--- src/rtl/spi_be_pkg.sv ---
package spi_be_pkg;
  typedef struct packed {
    logic ovr;
    logic rx_full;
    logic tx_empty;
  } stat_t;
  localparam int STAT_W = $bits(stat_t);
endpackage

--- src/rtl/spi_be_sckgen.sv ---
module spi_be_sckgen #(
  parameter int DIV_W = 8
) (
  input  logic             clk,
  input  logic             rst_n,
  input  logic             en,
  input  logic [DIV_W-1:0] div,
  output logic             sck,
  output logic             rise,
  output logic             fall
);
  logic [DIV_W-1:0] cnt_q, cnt_d;
  logic             sck_q, sck_d;
  logic             tick;

  always_comb begin
    tick  = en && (cnt_q == div);
    rise  = tick && !sck_q;
    fall  = tick && sck_q;
    cnt_d = cnt_q;
    sck_d = sck_q;
    if (!en) begin
      cnt_d = '0;
      sck_d = 1'b0;
    end else if (tick) begin
      cnt_d = '0;
      sck_d = ~sck_q;
    end else begin
      cnt_d = cnt_q + 1'b1;
    end
  end

  always_ff @(posedge clk or negedge rst_n) begin
    if (!rst_n) begin
      cnt_q <= '0;
      sck_q <= 1'b0;
    end else begin
      cnt_q <= cnt_d;
      sck_q <= sck_d;
    end
  end

  assign sck = sck_q;

  // the divider never runs past the programmed half period
  a_r3_half_period: assert property (@(posedge clk) disable iff (!rst_n)
    (en && $stable(div) && cnt_q == div) |=> (cnt_q == '0));
endmodule

--- src/rtl/spi_be_insync.sv ---
module spi_be_insync #(
  parameter int STAGES = 2
) (
  input  logic clk,
  input  logic rst_n,
  input  logic sck_i,
  input  logic sel_n_i,
  input  logic sdi_i,
  output logic sck_rise,
  output logic sck_fall,
  output logic sel_act,
  output logic sel_start,
  output logic sdi_s
);
  localparam logic [2:0] IDLE_LVL = 3'b010; // {sdi, sel_n, sck}
  logic [2:0] chain_q [STAGES];
  logic [2:0] sync;
  logic       sck_p, sel_n_p;

  always_ff @(posedge clk or negedge rst_n) begin
    if (!rst_n) begin
      for (int s = 0; s < STAGES; s++) chain_q[s] <= IDLE_LVL;
      sck_p   <= 1'b0;
      sel_n_p <= 1'b1;
    end else begin
      chain_q[0] <= {sdi_i, sel_n_i, sck_i};
      for (int s = 1; s < STAGES; s++) chain_q[s] <= chain_q[s-1];
      sck_p   <= sync[0];
      sel_n_p <= sync[1];
    end
  end

  always_comb begin
    sync      = chain_q[STAGES-1];
    sck_rise  = sync[0] && !sck_p;
    sck_fall  = !sync[0] && sck_p;
    sel_act   = !sync[1];
    sel_start = !sync[1] && sel_n_p;
    sdi_s     = sync[2];
  end
endmodule

--- src/rtl/spi_be_core.sv ---
module spi_be_core #(
  parameter int DATA_W = 8,
  parameter bit OVR_EN = 1'b0
) (
  input  logic              clk,
  input  logic              rst_n,
  input  logic              master,
  input  logic              sel_act,
  input  logic              sel_start,
  input  logic              rise,
  input  logic              fall,
  input  logic              sdi,
  input  logic              wr_en,
  input  logic [DATA_W-1:0] wr_data,
  input  logic              rd_data_en,
  input  logic              rd_stat_en,
  output logic              busy,
  output logic              sdo,
  output logic              tx_empty,
  output logic              rx_full,
  output logic              ovr,
  output logic [DATA_W-1:0] rx_data
);
  localparam int CNT_W = $clog2(DATA_W);
  localparam logic [CNT_W-1:0] LAST_BIT = CNT_W'(DATA_W - 1);

  logic [DATA_W-1:0] txbuf_q, txbuf_d, shreg_q, shreg_d, rxbuf_q, rxbuf_d;
  logic [DATA_W-1:0] word_in, reload;
  logic [CNT_W-1:0]  bitcnt_q, bitcnt_d;
  logic              samp_q, samp_d, busy_q, busy_d;
  logic              txe_q, txe_d, rxf_q, rxf_d;
  logic              ev_ok, rx_free, done;

  always_comb begin
    txbuf_d  = txbuf_q;
    shreg_d  = shreg_q;
    rxbuf_d  = rxbuf_q;
    bitcnt_d = bitcnt_q;
    samp_d   = samp_q;
    busy_d   = busy_q;
    txe_d    = txe_q;
    rxf_d    = rxf_q;
    done     = 1'b0;
    rx_free  = !rxf_q || rd_data_en;
    word_in  = {shreg_q[DATA_W-2:0], samp_q};
    reload   = txe_q ? '0 : txbuf_q;
    ev_ok    = busy_q && (master || sel_act);

    if (rd_data_en) rxf_d = 1'b0;

    if (master) begin
      if (!busy_q && !txe_q) begin
        shreg_d  = txbuf_q;
        txe_d    = 1'b1;
        busy_d   = 1'b1;
        bitcnt_d = '0;
      end
    end else if (!sel_act) begin
      busy_d   = 1'b0;
      bitcnt_d = '0;
    end else if (sel_start) begin
      shreg_d  = reload;
      txe_d    = 1'b1;
      busy_d   = 1'b1;
      bitcnt_d = '0;
    end

    if (ev_ok && rise) samp_d = sdi;

    if (ev_ok && fall) begin
      if (bitcnt_q == LAST_BIT) begin
        done     = 1'b1;
        bitcnt_d = '0;
        if (rx_free) begin
          rxbuf_d = word_in;
          rxf_d   = 1'b1;
        end
        if (!txe_q) begin
          shreg_d = txbuf_q;
          txe_d   = 1'b1;
        end else if (master) begin
          busy_d = 1'b0;
        end else begin
          shreg_d = '0;
        end
      end else begin
        bitcnt_d = bitcnt_q + 1'b1;
        shreg_d  = word_in;
      end
    end

    if (wr_en && txe_q) begin
      txbuf_d = wr_data;
      txe_d   = 1'b0;
    end
  end

  always_ff @(posedge clk or negedge rst_n) begin
    if (!rst_n) begin
      txbuf_q  <= '0;
      shreg_q  <= '0;
      rxbuf_q  <= '0;
      bitcnt_q <= '0;
      samp_q   <= 1'b0;
      busy_q   <= 1'b0;
      txe_q    <= 1'b1;
      rxf_q    <= 1'b0;
    end else begin
      txbuf_q  <= txbuf_d;
      shreg_q  <= shreg_d;
      rxbuf_q  <= rxbuf_d;
      bitcnt_q <= bitcnt_d;
      samp_q   <= samp_d;
      busy_q   <= busy_d;
      txe_q    <= txe_d;
      rxf_q    <= rxf_d;
    end
  end

  generate
    if (OVR_EN) begin : g_ovr
      logic ovr_q, ovr_d, arm_q, arm_d;
      always_comb begin
        ovr_d = ovr_q;
        arm_d = arm_q;
        if (rd_stat_en && ovr_q) arm_d = 1'b1;
        if (rd_data_en) begin
          arm_d = 1'b0;
          if (arm_q) ovr_d = 1'b0;
        end
        if (done && !rx_free) ovr_d = 1'b1;
      end
      always_ff @(posedge clk or negedge rst_n) begin
        if (!rst_n) begin
          ovr_q <= 1'b0;
          arm_q <= 1'b0;
        end else begin
          ovr_q <= ovr_d;
          arm_q <= arm_d;
        end
      end
      assign ovr = ovr_q;
      // flag survives any cycle without a data read
      a_r9_sticky: assert property (@(posedge clk) disable iff (!rst_n)
        (ovr_q && !rd_data_en) |=> ovr_q);
    end else begin : g_no_ovr
      assign ovr = 1'b0;
    end
  endgenerate

  assign busy     = busy_q;
  assign sdo      = shreg_q[DATA_W-1];
  assign tx_empty = txe_q;
  assign rx_full  = rxf_q;
  assign rx_data  = rxbuf_q;

  // write into an occupied holding register leaves it untouched
  a_r2_ignore_full: assert property (@(posedge clk) disable iff (!rst_n)
    (wr_en && !txe_q) |=> $stable(txbuf_q));
  // accepted write lands in the holding register
  a_r2_accept: assert property (@(posedge clk) disable iff (!rst_n)
    (wr_en && txe_q) |=> (!txe_q && txbuf_q == $past(wr_data)));
  // finished byte always leaves rx-full set
  a_r5_rx_set: assert property (@(posedge clk) disable iff (!rst_n)
    done |=> rxf_q);
  // an unread byte is never overwritten
  a_r6_keep_old: assert property (@(posedge clk) disable iff (!rst_n)
    (rxf_q && !rd_data_en) |=> $stable(rxbuf_q));
  // select high in slave mode clears the bit position
  a_r11_sel_reset: assert property (@(posedge clk) disable iff (!rst_n)
    (!master && !sel_act) |=> (bitcnt_q == '0));
endmodule

--- src/rtl/spi_byte_engine.sv ---
module spi_byte_engine
  import spi_be_pkg::*;
#(
  parameter int DATA_W      = 8,
  parameter int DIV_W       = 8,
  parameter int SYNC_STAGES = 2,
  parameter bit OVR_EN      = 1'b0
) (
  input  logic              clk,
  input  logic              rst_n,
  input  logic              cfg_master,
  input  logic [DIV_W-1:0]  cfg_div,
  input  logic              wr_en,
  input  logic [DATA_W-1:0] wr_data,
  input  logic              rd_data_en,
  input  logic              rd_stat_en,
  output logic [DATA_W-1:0] rd_data,
  output logic [STAT_W-1:0] stat,
  output logic              irq_tx,
  output logic              irq_rx,
  output logic              irq_ovr,
  output logic              sck_o,
  output logic              sel_n_o,
  input  logic              sck_i,
  input  logic              sel_n_i,
  input  logic              sdi,
  output logic              sdo
);
  logic [1:0] rst_pipe_q;
  logic       rst_n_s;
  logic       busy, m_rise, m_fall, s_rise, s_fall, sel_act, sel_start, sdi_s;
  logic       ev_rise, ev_fall, sdi_core, txe, rxf, ovr;
  stat_t      st;

  always_ff @(posedge clk or negedge rst_n) begin
    if (!rst_n) rst_pipe_q <= 2'b00;
    else        rst_pipe_q <= {rst_pipe_q[0], 1'b1};
  end
  assign rst_n_s = rst_pipe_q[1];

  spi_be_sckgen #(.DIV_W(DIV_W)) sckgen_i (
    .clk(clk), .rst_n(rst_n_s), .en(cfg_master && busy), .div(cfg_div),
    .sck(sck_o), .rise(m_rise), .fall(m_fall)
  );

  spi_be_insync #(.STAGES(SYNC_STAGES)) insync_i (
    .clk(clk), .rst_n(rst_n_s), .sck_i(sck_i), .sel_n_i(sel_n_i), .sdi_i(sdi),
    .sck_rise(s_rise), .sck_fall(s_fall), .sel_act(sel_act),
    .sel_start(sel_start), .sdi_s(sdi_s)
  );

  always_comb begin
    ev_rise  = cfg_master ? m_rise : s_rise;
    ev_fall  = cfg_master ? m_fall : s_fall;
    sdi_core = cfg_master ? sdi : sdi_s;
  end

  spi_be_core #(.DATA_W(DATA_W), .OVR_EN(OVR_EN)) core_i (
    .clk(clk), .rst_n(rst_n_s), .master(cfg_master), .sel_act(sel_act),
    .sel_start(sel_start), .rise(ev_rise), .fall(ev_fall), .sdi(sdi_core),
    .wr_en(wr_en), .wr_data(wr_data), .rd_data_en(rd_data_en),
    .rd_stat_en(rd_stat_en), .busy(busy), .sdo(sdo), .tx_empty(txe),
    .rx_full(rxf), .ovr(ovr), .rx_data(rd_data)
  );

  always_comb begin
    st.ovr      = ovr;
    st.rx_full  = rxf;
    st.tx_empty = txe;
  end

  assign stat    = st;
  assign irq_tx  = txe;
  assign irq_rx  = rxf;
  assign irq_ovr = ovr;
  assign sel_n_o = !(cfg_master && busy);

  // serial clock output is low whenever the master select is idle
  a_r3_idle_sck_low: assert property (@(posedge clk) disable iff (!rst_n_s)
    (cfg_master && $past(cfg_master) && sel_n_o) |-> !sck_o);
  // select stays low from one rising clock edge to the next within a transfer
  a_r4_sel_held: assert property (@(posedge clk) disable iff (!rst_n_s)
    (cfg_master && $stable(cfg_master) && $rose(sck_o)) |-> !sel_n_o);
endmodule

--- config.mk ---
export PLATFORM = sky130hd
export DESIGN_NAME = spi_byte_engine
export DESIGN_NICKNAME = d
export VERILOG_FILES = /design/src/rtl/spi_be_pkg.sv /design/src/rtl/spi_be_sckgen.sv /design/src/rtl/spi_be_insync.sv /design/src/rtl/spi_be_core.sv /design/src/rtl/spi_byte_engine.sv
export SDC_FILE = /design/constraint.sdc
export NUM_CORES = 1
export LEC_CHECK = 0
export BUFFER_PORTS_ARGS = -buffer_cell sky130_fd_sc_hd__buf_4
export CORE_MARGIN = 4
export CORE_UTILIZATION = 50
export DETAILED_ROUTE_END_ITERATION = 12
export PLACE_DENSITY_LB_ADDON = 0.08
export SLEW_MARGIN = 10
export SYNTH_ARGS = -nofsm -noshare
export SYNTH_HDL_FRONTEND = slang
export SYNTH_SLANG_ARGS = --single-unit
--- constraint.sdc ---
create_clock -name clk -period 4.4 [get_ports clk]
set_clock_uncertainty 0.1 [all_clocks]
set_input_delay 0.88 -clock clk [delete_from_list [all_inputs] [get_ports clk]]
set_output_delay 0.88 -clock clk [all_outputs]
set_load 0.05 [all_outputs]
==> run_results.csv <==
group,metric,value,unit
sta,max-slew-margin-rel,31.8,%
worst_setup_path,critPathRequiredTime,3.42,ns
sta,final_period_minus_worst_setup_slack,2.55,ns
worst_setup_path,cp-end-kind,"primary output",
worst_setup_path,timing.setup.critical_path_class,"primary input to primary output",
final_layout,design_area_final,0.00297,mm2
place,globalplace.congestion,0.796,
routing,vias,1809,
sta,timing.final.crit_share,58.0,%
routing,final_antenna_net_count,0,
routing,drcViolationCount,0,
logic_synthesis,synth_top_cells_by_area,"sky130_fd_sc_hd__dfrtp_1 45%, sky130_fd_sc_hd__mux2_4 8.7%, sky130_fd_sc_hd__mux2_2 4.4%",
logic_synthesis,synthCells,234,
status,status,"completed",
clock_network,cts-buffers-inserted,5,
final_layout,area_delta_synth_final,15.0,%
worst_setup_path,cp_data_arrival_time,1.57,ns
sta,fin_tns_setup,0,ns
clock_network,ctsHtreeMaxLevel,2,
routing,post_drt_via_cell_ratio,5.45,
routing,detail_route.wl_per_cell,14.9,um
final_layout,post_route_cells_drive_above_1_share,31.7,%
place,dp_hpwl,3380,um
sta,worst_pin_slew,1.02,ns
clock_network,clock_sinks,50,
floorplan,die_w,79.9,um
pwr,vdd_drop_max,0.246,mV
clock_network,postCtsResizedCells,0,
clock_network,clock_latency,0.30,ns
final_layout,finalNetCount,292,
routing,drt_pass1_iterations,4,
clock_network,clk_transition_reported_paths,0.08,ns
clock_network,cts_post_setup_buffers_inserted,0,
floorplan,core_area,0.00488,mm2
logic_synthesis,synthDominantCellAreaShare,44.5,%
sta,achievable-frequency,0.392,GHz
clock_network,clock_tree_from_tritoncts,"built",
place,port_buffers,38,
global_route,grt_start_max_net_pins,49,
pwr,cellPowerDensity,399,mW/mm2
routing,routed_wl,4960,um
global_route,global_route.usage.total,17.2,%
global_route,overflow,0,
routing,detailedRoute.firstIterationViolations,157,
floorplan,die_h,79.9,um
floorplan,area_enclosed_by_the_die_boundary,0.00639,mm2
floorplan,floorplan.initialDensity,53.0,%
clock_network,clockBufferDepth,2,
logic_synthesis,yosysUniqueCellTypes,42,
final_layout,multi_input_area,0.00122,mm2
global_route,grt_pass1_wl,8540,um
floorplan,design.portCount,42,
worst_setup_path,startpoint_kind_of_the_worst_setup_timing_path,"primary input",
hold_path,hold_class,"primary input to async pin",
sta,hold_violations,0,
logic_synthesis,share_of_synthesized_area_occupied_by_flip_flops_and_latches,48.6,%
logic_synthesis,netlist_area,0.00259,mm2
worst_setup_path,maximum_fanout_along_the_worst_path,25,
flow_run,timing.max_cap.violations,0,
place,dp_area,0.00286,mm2
final_layout,filler_cell_count,448,
clock_network,postCtsHoldBufs,0,
global_route,antenna_found_initial,0,
clock_network,cts_root_buf,"sky130_fd_sc_hd__clkbuf_8",
global_route,first_global_vias,1815,
sta,setup_repair_after_global_routing_missed_its_margin,"false",
final_layout,register_area,0.00126,mm2
sta,setup_viol_count_final,0,
sta,drv_slew,0,
pwr,leakagePower,1.37,nW
logic_synthesis,yosysTopAreaCell,"sky130_fd_sc_hd__dfrtp_1",
logic_synthesis,postSynthAreaPerCell,11.1,um2
logic_synthesis,yosysWarnings,0,
logic_synthesis,ys_seq_elements,50,
final_layout,insertedDiodeCount,0,
floorplan,core.rowCount,25,
critical path, stage by stage:
cell,delay [ns]
sky130_fd_sc_hd__buf_4,0.24
sky130_fd_sc_hd__nand2_1,0.20
sky130_fd_sc_hd__buf_4,0.24
routing by layer:
layer  wire (um)  vias up  share of wire [%]  track usage, %
met2        2350       41                 47            27.2
met5           0        -                  0               0
met4          41        0               0.83            6.08
met3         212        4                4.3            3.72
met1        2360      895                 48            23.0
li1            -      869                  -               -
synth_stat cells:
master / number
sky130_fd_sc_hd__a21bo_2: 1
sky130_fd_sc_hd__nor2b_1: 8
sky130_fd_sc_hd__buf_2: 1
sky130_fd_sc_hd__clkbuf_1: 8
sky130_fd_sc_hd__dfrtp_1: 46
sky130_fd_sc_hd__mux2_4: 15
sky130_fd_sc_hd__buf_8: 1
sky130_fd_sc_hd__buf_6: 2
sky130_fd_sc_hd__xnor2_1: 4
sky130_fd_sc_hd__or2_1: 1
sky130_fd_sc_hd__conb_1: 2
sky130_fd_sc_hd__and4b_4: 1
sky130_fd_sc_hd__dfstp_2: 4
sky130_fd_sc_hd__and3_1: 3
sky130_fd_sc_hd__mux2_2: 10
sky130_fd_sc_hd__inv_1: 2
sky130_fd_sc_hd__ha_1: 3
sky130_fd_sc_hd__a31oi_1: 8
sky130_fd_sc_hd__and3b_1: 1
sky130_fd_sc_hd__nor3b_4: 1
sky130_fd_sc_hd__mux2_1: 1
sky130_fd_sc_hd__or2_4: 1
sky130_fd_sc_hd__buf_4: 4
sky130_fd_sc_hd__a21oi_1: 19
sky130_fd_sc_hd__nand2_1: 21
sky130_fd_sc_hd__o21ai_0: 2
sky130_fd_sc_hd__mux2i_1: 1
sky130_fd_sc_hd__or3b_4: 1
sky130_fd_sc_hd__a221oi_1: 8
sky130_fd_sc_hd__nand3_1: 5
sky130_fd_sc_hd__o2bb2ai_1: 2
sky130_fd_sc_hd__nand3b_1: 2
sky130_fd_sc_hd__nand2b_1: 2
sky130_fd_sc_hd__a21boi_1: 1
sky130_fd_sc_hd__or2_2: 2
sky130_fd_sc_hd__and2_1: 1
sky130_fd_sc_hd__xor2_1: 11
sky130_fd_sc_hd__nor4_2: 1
sky130_fd_sc_hd__nor3b_1: 1
sky130_fd_sc_hd__nor2_1: 24
sky130_fd_sc_hd__o31ai_1: 1
sky130_fd_sc_hd__o221a_4: 1
through the flow:
stage	utilization [%]	power [mW]	hold slack, ns	setup slack [ns]	instances
4_1_cts	60.9	1.19	0.239	1.85	332
3_5_place_dp	58.6	0.862	0.241	1.75	324
3_3_place_gp	58.6	0.853	0.236	1.74	324
5_1_grt	60.9	1.26	0.231	1.80	332
2_1_floorplan	-	0.790	0.231	1.94	235
6_report	60.9	1.19	0.245	1.85	332
state kept, by name, summed over array words and instances (netlist names), 2 cells and up:
register,flops
core_i.txbuf_q,8
core_i.rx_data,8
insync_i.sync,3
sckgen_i.cnt_q,8
core_i.bitcnt_q,3
core_i.shreg_q,8
insync_i.chain_q,3
rst_pipe_q,2
power by group:
part / switching [mW] / total [mW] / internal (mW) / leakage [nW]
Clock: 0.148 / 0.333 / 0.185 / 0.0585
Combinational: 0.122 / 0.252 / 0.129 / 0.690
Sequential: 0.0839 / 0.602 / 0.518 / 0.623
Total: 0.354 / 1.19 / 0.833 / 1.37
path summary, 6_finish.rpt:
kind | from | endpoint | slack, ns | depth (start not counted)
max | cfg_master | sel_n_o | 1.85 | 3
min | rst_n | rst_pipe_q[1] | 0.25 | 1
max reg2reg | insync_i.sync[1] | core_i.shreg_q[7] | 2.26 | 5
min reg2reg | insync_i.chain_q[3] | insync_i.sync[0] | 0.25 | 0
max in group asynchronous | rst_pipe_q[1] | core_i.rx_full | 3.21 | 0
min in group clk | insync_i.chain_q[3] | insync_i.sync[0] | 0.25 | 0
cell families after synthesis:
family,share of synthesized area (%)
AND/OR/NAND/NOR,15.3
adder cells (fa/ha/maj),1.45
other,0.290
flip-flops,48.6
XOR/XNOR,5.08
multiplexers,13.9
AO/OA/AOI/OAI,11.1
buffers and inverters,4.26
placed cells by master (no fill, tap or decap), types with 2 or more instances in the layout:
cell                        Yosys  final
sky130_fd_sc_hd__dfrtp_1       46     45
sky130_fd_sc_hd__buf_4          4     38
sky130_fd_sc_hd__nor2_1        24     24
sky130_fd_sc_hd__nand2_1       21     21
sky130_fd_sc_hd__a21oi_1       19     19
sky130_fd_sc_hd__mux2_4        15     15
sky130_fd_sc_hd__xor2_1        11     11
sky130_fd_sc_hd__mux2_2        10     10
sky130_fd_sc_hd__a221oi_1       8      8
sky130_fd_sc_hd__a31oi_1        8      8
sky130_fd_sc_hd__nor2b_1        8      8
sky130_fd_sc_hd__clkbuf_8       0      6
sky130_fd_sc_hd__nand3_1        5      5
sky130_fd_sc_hd__xnor2_1        4      4
sky130_fd_sc_hd__dfstp_2        4      4
sky130_fd_sc_hd__and3_1         3      3
sky130_fd_sc_hd__ha_1           3      3
sky130_fd_sc_hd__conb_1         2      3
sky130_fd_sc_hd__or2_2          2      2
sky130_fd_sc_hd__nand2b_1       2      2
sky130_fd_sc_hd__inv_1          2      2
sky130_fd_sc_hd__o21ai_0        2      2
sky130_fd_sc_hd__nand3b_1       2      2
sky130_fd_sc_hd__o2bb2ai_1      2      2
final cells by class:
class / count / share of cell area, %
clock buffer: 7 / 2.90
clock inverter: 1 / 1.01
inverter: 2 / 0.252
multi-input combinational: 167 / 41.1
sequential: 50 / 42.3
tap: 67 / 2.82
timing repair buffer: 38 / 9.59
Power figures use the tool's default switching activity.
